==> src/rtl/cell_mark_pkg.sv <==
package cell_mark_pkg;
  localparam int unsigned DEF_DATA_W   = 8;
  localparam int unsigned DEF_CELL_LEN = 53;
  localparam int unsigned DEF_MARK_IDX = 4;
  localparam logic [7:0]  DEF_PAT_A    = 8'h55;
  localparam logic [7:0]  DEF_PAT_B    = 8'hAA;

  typedef struct packed {
    logic en;
    logic fixed;
  } mark_cfg_t;
endpackage

==> src/rtl/cell_octet_pos.sv <==
module cell_octet_pos #(
  parameter int unsigned CELL_LEN = cell_mark_pkg::DEF_CELL_LEN,
  localparam int unsigned POS_W   = $clog2(CELL_LEN + 1)
) (
  input  logic             clk_i,
  input  logic             rst_ni,
  input  logic             valid_i,
  input  logic             soc_i,
  output logic [POS_W-1:0] pos_o,
  output logic             last_o
);
  localparam logic [POS_W-1:0] IDLE_POS = POS_W'(CELL_LEN);
  localparam logic [POS_W-1:0] LAST_POS = POS_W'(CELL_LEN - 1);

  logic [POS_W-1:0] cnt_q;

  // idle value CELL_LEN marks "outside any cell"
  assign pos_o  = soc_i ? '0 : cnt_q;
  assign last_o = (pos_o == LAST_POS);

  always_ff @(posedge clk_i or negedge rst_ni) begin
    if (!rst_ni)
      cnt_q <= IDLE_POS;
    else if (valid_i)
      cnt_q <= (pos_o == IDLE_POS) ? IDLE_POS : pos_o + 1'b1;
  end

  a_r8_restart: assert property (@(posedge clk_i) disable iff (!rst_ni)
    (valid_i && soc_i) |=> (cnt_q == POS_W'(1)));
  a_r7_hold: assert property (@(posedge clk_i) disable iff (!rst_ni)
    !valid_i |=> $stable(cnt_q));
endmodule

==> src/rtl/cell_mark_cfg.sv <==
module cell_mark_cfg
  import cell_mark_pkg::*;
(
  input  logic      clk_i,
  input  logic      rst_ni,
  input  logic      valid_i,
  input  logic      soc_i,
  input  logic      last_i,
  input  logic      en_i,
  input  logic      fixed_i,
  output mark_cfg_t cfg_o,
  output logic      phase_o
);
  mark_cfg_t cfg_q;
  logic      phase_q;
  logic      capture;

  assign capture = valid_i && soc_i;
  assign cfg_o   = capture ? '{en: en_i, fixed: fixed_i} : cfg_q;
  assign phase_o = phase_q;

  always_ff @(posedge clk_i or negedge rst_ni) begin
    if (!rst_ni) begin
      cfg_q   <= '{en: 1'b0, fixed: 1'b1};
      phase_q <= 1'b0;
    end else begin
      if (capture) cfg_q <= '{en: en_i, fixed: fixed_i};
      if (valid_i && last_i && cfg_o.en) phase_q <= ~phase_q;
    end
  end

  a_r6_phase_hold: assert property (@(posedge clk_i) disable iff (!rst_ni)
    !(valid_i && last_i && cfg_o.en) |=> $stable(phase_q));
  a_r10_cfg_hold: assert property (@(posedge clk_i) disable iff (!rst_ni)
    !(valid_i && soc_i) |=> $stable(cfg_q));
endmodule

==> src/rtl/cell_hec_marker.sv <==
module cell_hec_marker
  import cell_mark_pkg::*;
#(
  parameter int unsigned DATA_W   = DEF_DATA_W,
  parameter int unsigned CELL_LEN = DEF_CELL_LEN,
  parameter int unsigned MARK_IDX = DEF_MARK_IDX,
  parameter logic [DATA_W-1:0] PAT_A = DATA_W'(DEF_PAT_A),
  parameter logic [DATA_W-1:0] PAT_B = DATA_W'(DEF_PAT_B)
) (
  input  logic              clk_i,
  input  logic              rst_ni,
  input  logic [DATA_W-1:0] in_data_i,
  input  logic              in_valid_i,
  input  logic              in_soc_i,
  input  logic              ins_en_i,
  input  logic              fixed_sel_i,
  output logic [DATA_W-1:0] out_data_o,
  output logic              out_valid_o,
  output logic              out_soc_o
);
  localparam int unsigned POS_W = $clog2(CELL_LEN + 1);
  localparam logic [POS_W-1:0] MARK_POS = POS_W'(MARK_IDX);

  logic [POS_W-1:0] pos;
  logic             last;
  mark_cfg_t        cfg;
  logic             phase;
  logic [DATA_W-1:0] pattern;
  logic              hit;

  cell_octet_pos #(.CELL_LEN(CELL_LEN)) u_pos (
    .clk_i  (clk_i),
    .rst_ni (rst_ni),
    .valid_i(in_valid_i),
    .soc_i  (in_soc_i),
    .pos_o  (pos),
    .last_o (last)
  );

  cell_mark_cfg u_cfg (
    .clk_i  (clk_i),
    .rst_ni (rst_ni),
    .valid_i(in_valid_i),
    .soc_i  (in_soc_i),
    .last_i (last),
    .en_i   (ins_en_i),
    .fixed_i(fixed_sel_i),
    .cfg_o  (cfg),
    .phase_o(phase)
  );

  assign pattern = (cfg.fixed || !phase) ? PAT_A : PAT_B;
  assign hit     = in_valid_i && (pos == MARK_POS) && cfg.en;

  always_ff @(posedge clk_i or negedge rst_ni) begin
    if (!rst_ni) begin
      out_data_o  <= '0;
      out_valid_o <= 1'b0;
      out_soc_o   <= 1'b0;
    end else begin
      out_data_o  <= hit ? pattern : in_data_i;
      out_valid_o <= in_valid_i;
      out_soc_o   <= in_valid_i && in_soc_i;
    end
  end

  a_r9_valid: assert property (@(posedge clk_i) disable iff (!rst_ni)
    in_valid_i |=> out_valid_o);
  a_r9_idle: assert property (@(posedge clk_i) disable iff (!rst_ni)
    !in_valid_i |=> (!out_valid_o && !out_soc_o));
  a_r1_pass: assert property (@(posedge clk_i) disable iff (!rst_ni)
    (in_valid_i && pos != MARK_POS) |=> (out_data_o == $past(in_data_i)));
  a_r3_keep_hec: assert property (@(posedge clk_i) disable iff (!rst_ni)
    (in_valid_i && pos == MARK_POS && !cfg.en) |=> (out_data_o == $past(in_data_i)));
  a_r4_fixed: assert property (@(posedge clk_i) disable iff (!rst_ni)
    (in_valid_i && pos == MARK_POS && cfg.en && cfg.fixed) |=> (out_data_o == PAT_A));
endmodule

==> config.mk <==
export PLATFORM = sky130hd
export DESIGN_NAME = cell_hec_marker
export DESIGN_NICKNAME = d
export VERILOG_FILES = /design/src/rtl/cell_mark_pkg.sv /design/src/rtl/cell_octet_pos.sv /design/src/rtl/cell_mark_cfg.sv /design/src/rtl/cell_hec_marker.sv
export SDC_FILE = /design/constraint.sdc
export NUM_CORES = 1
export LEC_CHECK = 0
export ABC_AREA = 1
export BUFFER_PORTS_ARGS = -buffer_cell sky130_fd_sc_hd__buf_2
export CAP_MARGIN = 25
export CORE_MARGIN = 4
export CORE_UTILIZATION = 44
export CTS_CLUSTER_DIAMETER = 200
export DETAILED_ROUTE_END_ITERATION = 12
export HOLD_SLACK_MARGIN = 0.03
export PLACE_DENSITY = 0.74
export RECOVER_POWER = 100
export SLEW_MARGIN = 10
export SYNTH_ARGS = -nofsm -noshare
export SYNTH_HDL_FRONTEND = slang
export SYNTH_SLANG_ARGS = --single-unit
==> constraint.sdc <==
create_clock -name clk_i -period 1.4 [get_ports clk_i]
set_input_delay 0.28 -clock clk_i [delete_from_list [all_inputs] [get_ports clk_i]]
set_output_delay 0.28 -clock clk_i [all_outputs]
set_load 0.01 [all_outputs]
==> results.toml, run 1 <==
[logic_synthesis]
synthesis.nets = 128
ys_ff_latch = 19
synthMuxAreaShare_pct = 0
synth_top_area_cell = "dfrtp_1"
synth_edf_count = 0
synth_simple_gate_area_share_pct = 34.32
synth_top_area_share_pct = 36.13
ys_seq_area_share_pct = 49.68
async_reset_ff_share_pct = 100.0
yosys_warnings = 0
synthFlopType = "dfrtp_1"
synth_fa_ha_area_share_pct = 2.581
yosysUniqueCellTypes = 24
synth_area_leaders = "dfrtp_1 36%, nand2_1 16%, dfstp_2 14%"
synth_top_family_by_area = "simple AND/OR/NAND/NOR gates"
synth-compound-area-share_pct = 6.452
synth_area_per_cell_um2 = 8.658
synth-xor-area-share_pct = 0.9032
synth_cells = 112
syn_area_um2 = 969.7

[worst_setup_path]
path_class = "reg -> reg"
arrival_ps = 1560
max_stage_delay_ps = 550
crit_path_start_kind = "register"
path_max_fanout = 4
worstPathRequired_ps = 1580
cp_top_family = "flip-flops"
critical_path.cell_chain = "inv_2 -> nor2_4 -> inv_2 -> ha_4 -> nand4_1 -> nor2_4 -> nand3_4 -> nand2_1"
worst-path-buf-inv = 2
crit_path_end_kind = "register"
critPathSlowestCell = "dfstp_2"

[min_path]
min-delay-path-class = "in -> reg"

[clocking]
cts_sinks = 19
cts_buffers = 3
ctsLongestPathBuffers = 2
path_clk_slew_ps = 100
clk_latency_ps = 280
clockRootBuffer = "clkbuf_4"
h-tree-depth = 1
cts_tree = "done"

[routing]
drt_pass1_iterations = 4
vias = 802
drtIter0Drc = 12
via_per_inst = 4.663
antenna_left = 0
remaining_drc_errors = 0
wirelength_mm = 1.918
wl_per_cell_um = 11.15

[power]
p_sw_uw = 337.0
pwr-share-seq_pct = 54.5
pwr-share-clk_pct = 22.8
p_leak_uw = 0.0006200
p_per_area_nw_per_um2 = 930.9
power.share.switching_pct = 29.07
p_int_uw = 822.0
vdd_drop_max_uv = 439.2
p_comb_share_pct = 22.6
power.total_uw = 1159

[cells_and_area]
multi_input_area_um2 = 481.7
fin_nets = 162
final_layout_size_suffix_gt1_share_pct = 44.14
utilization_pct = 61.57
register_area_um2 = 481.7
synthToLayoutAreaGrowth_pct = 28.39
fillers = 175
diodes = 0

[job]
maxCapViolations = 0

[timing]
fin_skew_ps = 4.184
worst_slew_pin_slew_ps = 412.3
setup-violations-final = 0
hold_viol = 0
slew_violations = 0
fmax_mhz = 725.7
slew_headroom_pct = 72.52
rsz0062_at_grt = "true"
period_share_pct = 98.43
worst_hold_slack_ps = 188.9
post-route-min-period_ps = 1378

[grt]
gr-total-overflow = 0
antenna_found_initial = 0
grt_usage_pct = 14.82
grt_pass1_wl_mm = 3.249
grt_max_degree = 20
grt_pass1_vias = 816

[floorplanning]
die_h_um = 54.95
core_area_um2 = 2022
rows = 16
initial_utilization_pct = 47.96
io_pins = 24
die_x_um = 54.95
die_area_um2 = 3019

[place]
gp_congestion = 0.7827
portBuffers = 23
dp.final_hpwl_mm = 1.418

[status]
status = "finished clean"
[routing by layer]
| metal | part of all wire (%) | wire, um | global-route usage, % |
|---|---|---|---|
| met5 | 0 | 0 | 0 |
| met4 | 1.3 | 25 | 7.287 |
| met3 | 3.5 | 68 | 3.217 |
| met2 | 53 | 1025 | 25.59 |
| met1 | 42 | 799 | 17.23 |
[cells in the mapped netlist (2+ instances only)]
master    n
dfrtp_1  14
inv_2     2
nand2_2   2
ha_1      2
nand4_1   2
inv_1    10
o21ai_1   2
nor2_1    6
nand3_2   2
a31oi_1   2
nand3_1   7
nand2_1  41
nor2_2    4
dfstp_2   5
nor2_4    2
[sequential cells by signal, summed over array words and instances (netlist names)]
signal and cells:
out_data_o 8, out_soc_o 1, out_valid_o 1, u_cfg.cfg_q 2, u_cfg.phase_o 1, u_pos.cnt_q 6
[through the flow]
step / setup TNS, ps / instances / cell area (um2) / setup slack, ps
after floorplan: 0 / 112 / 969.7 / 39.90
after global placement: -12.67 / 165 / 1141 / -6.637
after detailed placement: -401.9 / 165 / 1141 / -57.40
after CTS: 0 / 171 / 1190 / 5.919
after global routing: -297.8 / 172 / 1245 / -39.45
final: 0 / 172 / 1245 / 22.03
[logic make-up after synthesis]
family / after synthesis
simple gates: 68
flops: 19
buf+inv: 14
compound gates: 8
fa+ha+maj: 2
xor+xnor: 1
[power by group through the flow]
stage | Clock [uW] | Sequential, uW | Combinational (uW)
finish | 264 | 632 | 262
global route | 301 | 639 | 296
CTS | 279 | 630 | 235
detailed placement | 0 | 640 | 225
global placement | 0 | 639 | 221
floorplan | 0 | 649 | 127
[what timing repair did]
item,CTS,global route
resized for setup,2,13
setup endpoints to repair,11,12
setup buffers,1,1
hold buffers,1,0
cloned,0,0
hold endpoints to repair,14,0
pin swaps,2,6
[final timing paths]
path	startpoint	slack, ps	to	cells past startpoint
min reg2reg	u_pos.cnt_q[5]	510	u_pos.cnt_q[5]	2
max	u_pos.cnt_q[0]	20	out_data_o[7]	8
max in group asynchronous	rst_ni	630	u_pos.cnt_q[5]	2
min in group asynchronous	rst_ni	440	u_pos.cnt_q[3]	2
min	in_data_i[4]	190	out_data_o[4]	3
max reg2reg	u_pos.cnt_q[0]	20	out_data_o[7]	8
[cell type report]
| type | instances | area share [%] |
|---|---|---|
| multi-input combinational | 79 | 38.69 |
| inverter | 13 | 4.121 |
| clock buffer | 4 | 2.111 |
| sequential | 19 | 38.69 |
| timing repair buffer | 30 | 13.67 |
| tap | 27 | 2.714 |
[cell usage in the layout (no fill, tap or decap), types with 2 or more instances in the layout]
cell,instances
clkbuf_4,3
nand2_2,6
dfrtp_1,14
nand3_4,2
buf_2,23
o21ai_1,2
nor2_2,3
nand2_1,37
inv_1,8
buf_4,6
dfstp_2,5
nor2_1,4
inv_2,4
nor2_4,5
nand4_1,2
nand3_1,7
a31oi_1,2
[worst register-to-register path, cell delays in order (launching register included)]
cell,delay [ps]
dfstp_2,550
inv_2,40
nor2_4,100
inv_2,60
ha_4,150
nand4_1,130
nor2_4,70
nand3_4,100
nand2_1,60
Note: power is estimated with default switching activity, not from simulation.
==> run 2, diff against run 1 <==
CORE_ASPECT_RATIO = 1.1   (was unset)
GPL_TIMING_DRIVEN = 0   (was unset)
==> results.toml, run 2 (same netlist as run 1, synthesis figures left out) <==
[cells_and_area]
final_layout_size_suffix_gt1_share_pct = 37.06
largest_reg_flops = 8
final_common_cell = "nand2_1"
mostFrequentLayoutCells = "35 x nand2_1, 14 x dfrtp_1, 12 x buf_2"
fillers = 186
regMostFlops = "out_data_o"
synthToLayoutAreaGrowth_pct = 26.06
reg_top3 = "out_data_o (8), u_pos.cnt_q (6), u_cfg.cfg_q (2)"
fin_nets = 160
diodes = 0
final_area_um2 = 1222

[power]
power.total_uw = 1154
vdd_drop_max_uv = 532.2
p_per_area_nw_per_um2 = 943.8
p_leak_uw = 0.0005850

[routing]
drt_pass1_iterations = 4
antenna_left = 0
wirelength_mm = 1.899
vias = 808
remaining_drc_errors = 0
wl_per_cell_um = 11.11
via_per_inst = 4.725
drtIter0Drc = 14

[timing]
setup-violations-final = 0
rsz0062_at_grt = "true"
fin_skew_ps = 7.217
worst_slew_pin_slew_ps = 438.0
period_share_pct = 97.18
post-route-min-period_ps = 1360
fmax_mhz = 735.0
slew_violations = 0
hold_viol = 0
slew_headroom_pct = 70.80

[worst_setup_path]
crit_path_end_kind = "register"
crit_path_start_kind = "register"
path_class = "reg -> reg"
reg2reg_depth = 7
path_max_fanout = 8
arrival_ps = 1550
worstPathRequired_ps = 1590

[grt]
grt_pass1_vias = 745
gr-total-overflow = 0
antenna_found_initial = 0
grt_usage_pct = 13.34
grt_max_degree = 20
grt_pass1_wl_mm = 3.098

[status]
status = "finished clean"

[clocking]
cts_buffers = 3
ctsLongestPathBuffers = 2
clk_latency_ps = 290
cts_sinks = 19
path_clk_slew_ps = 110
clockRootBuffer = "clkbuf_4"
h-tree-depth = 1
cts_tree = "done"

[floorplanning]
rows = 17
initial_utilization_pct = 47.00
io_pins = 24
die_h_um = 57.24
die_area_um2 = 3020
die_x_um = 52.76
core_area_um2 = 2063

[place]
gp_congestion = 0.7501
dpl_cell_area_um2 = 1120
portBuffers = 23
dp.final_hpwl_mm = 1.409

[job]
maxCapViolations = 0

[min_path]
holdPathStages = 1
min-delay-path-class = "in -> reg"
[run 2: cell count changes in the layout (fill, tap and decap cells not counted), sizes merged]
cell,change
buf,-13
clkbuf,+10
clkinv,+1
[run 2: stage by stage]
stage / TNS (ps) / setup slack [ps] / utilization [%] / hold WS [ps] / std cells
floorplan: 0 / 39.90 / - / -15.59 / 112
global placement: -321.9 / -47.46 / 54.28 / 230.1 / 163
detailed placement: -801.0 / -102.9 / 54.28 / 232.0 / 163
CTS: 0 / 7.369 / 57.31 / 87.34 / 170
global route: -101.3 / -19.52 / 59.25 / 81.82 / 171
finish: 0 / 39.52 / 59.25 / 96.26 / 171
[run 2: final timing paths]
check,start,end,slack [ps]
worst max register to register,u_pos.cnt_q[2],out_data_o[2],40
worst max-delay path,u_pos.cnt_q[2],out_data_o[2],40
worst min register to register,u_pos.cnt_q[5],u_pos.cnt_q[5],500
min in group asynchronous,rst_ni,out_valid_o,440
worst min-delay path,in_valid_i,out_valid_o,100
max in group asynchronous,rst_ni,u_cfg.cfg_q[0],610
[run 2: layout make-up]
type | count | area [um2] | area share (%)
plain buffers | 1 | 7.507 | 0.6141
clock buffers | 3 | 22.52 | 1.842
clock inverters | 1 | 5.005 | 0.4094
inverters | 13 | 51.30 | 4.197
multi-input cells | 79 | 484.2 | 39.61
flip-flops and latches | 19 | 481.7 | 39.41
well taps | 28 | 35.03 | 2.866
repair buffers | 27 | 135.1 | 11.05
[run 2: what timing repair did]
action,in CTS,in global routing
buffers inserted,2,1
endpoints found under the hold margin,14,0
resized for setup,4,11
endpoints found under the setup margin,10,10
hold buffers,1,0
pin swaps,4,3
[run 2: worst max-delay path: stages, from the launching register on]
cell and delay (ps):
dfstp_2 590, inv_2 50, nor2_2 90, nand2_1 110, nor2_4 130, nand3_4 110, nand2_1 110, nand2_2 50
[run 2: layer usage]
layer  routed length (um)  global-route usage (%)
met1                  812                   14.99
met2                 1038                   25.18
met3                   47                   2.350
met4                    0                   3.285
met5                    0                       0
[run 2: power breakdown]
| group | leakage, uW | switching [uW] | internal (uW) | total [uW] |
|---|---|---|---|---|
| logic | 0.000346 | 153 | 95.9 | 249 |
| registers | 0.000221 | 28.8 | 604 | 633 |
| clock network | 0.0000177 | 166 | 106 | 272 |
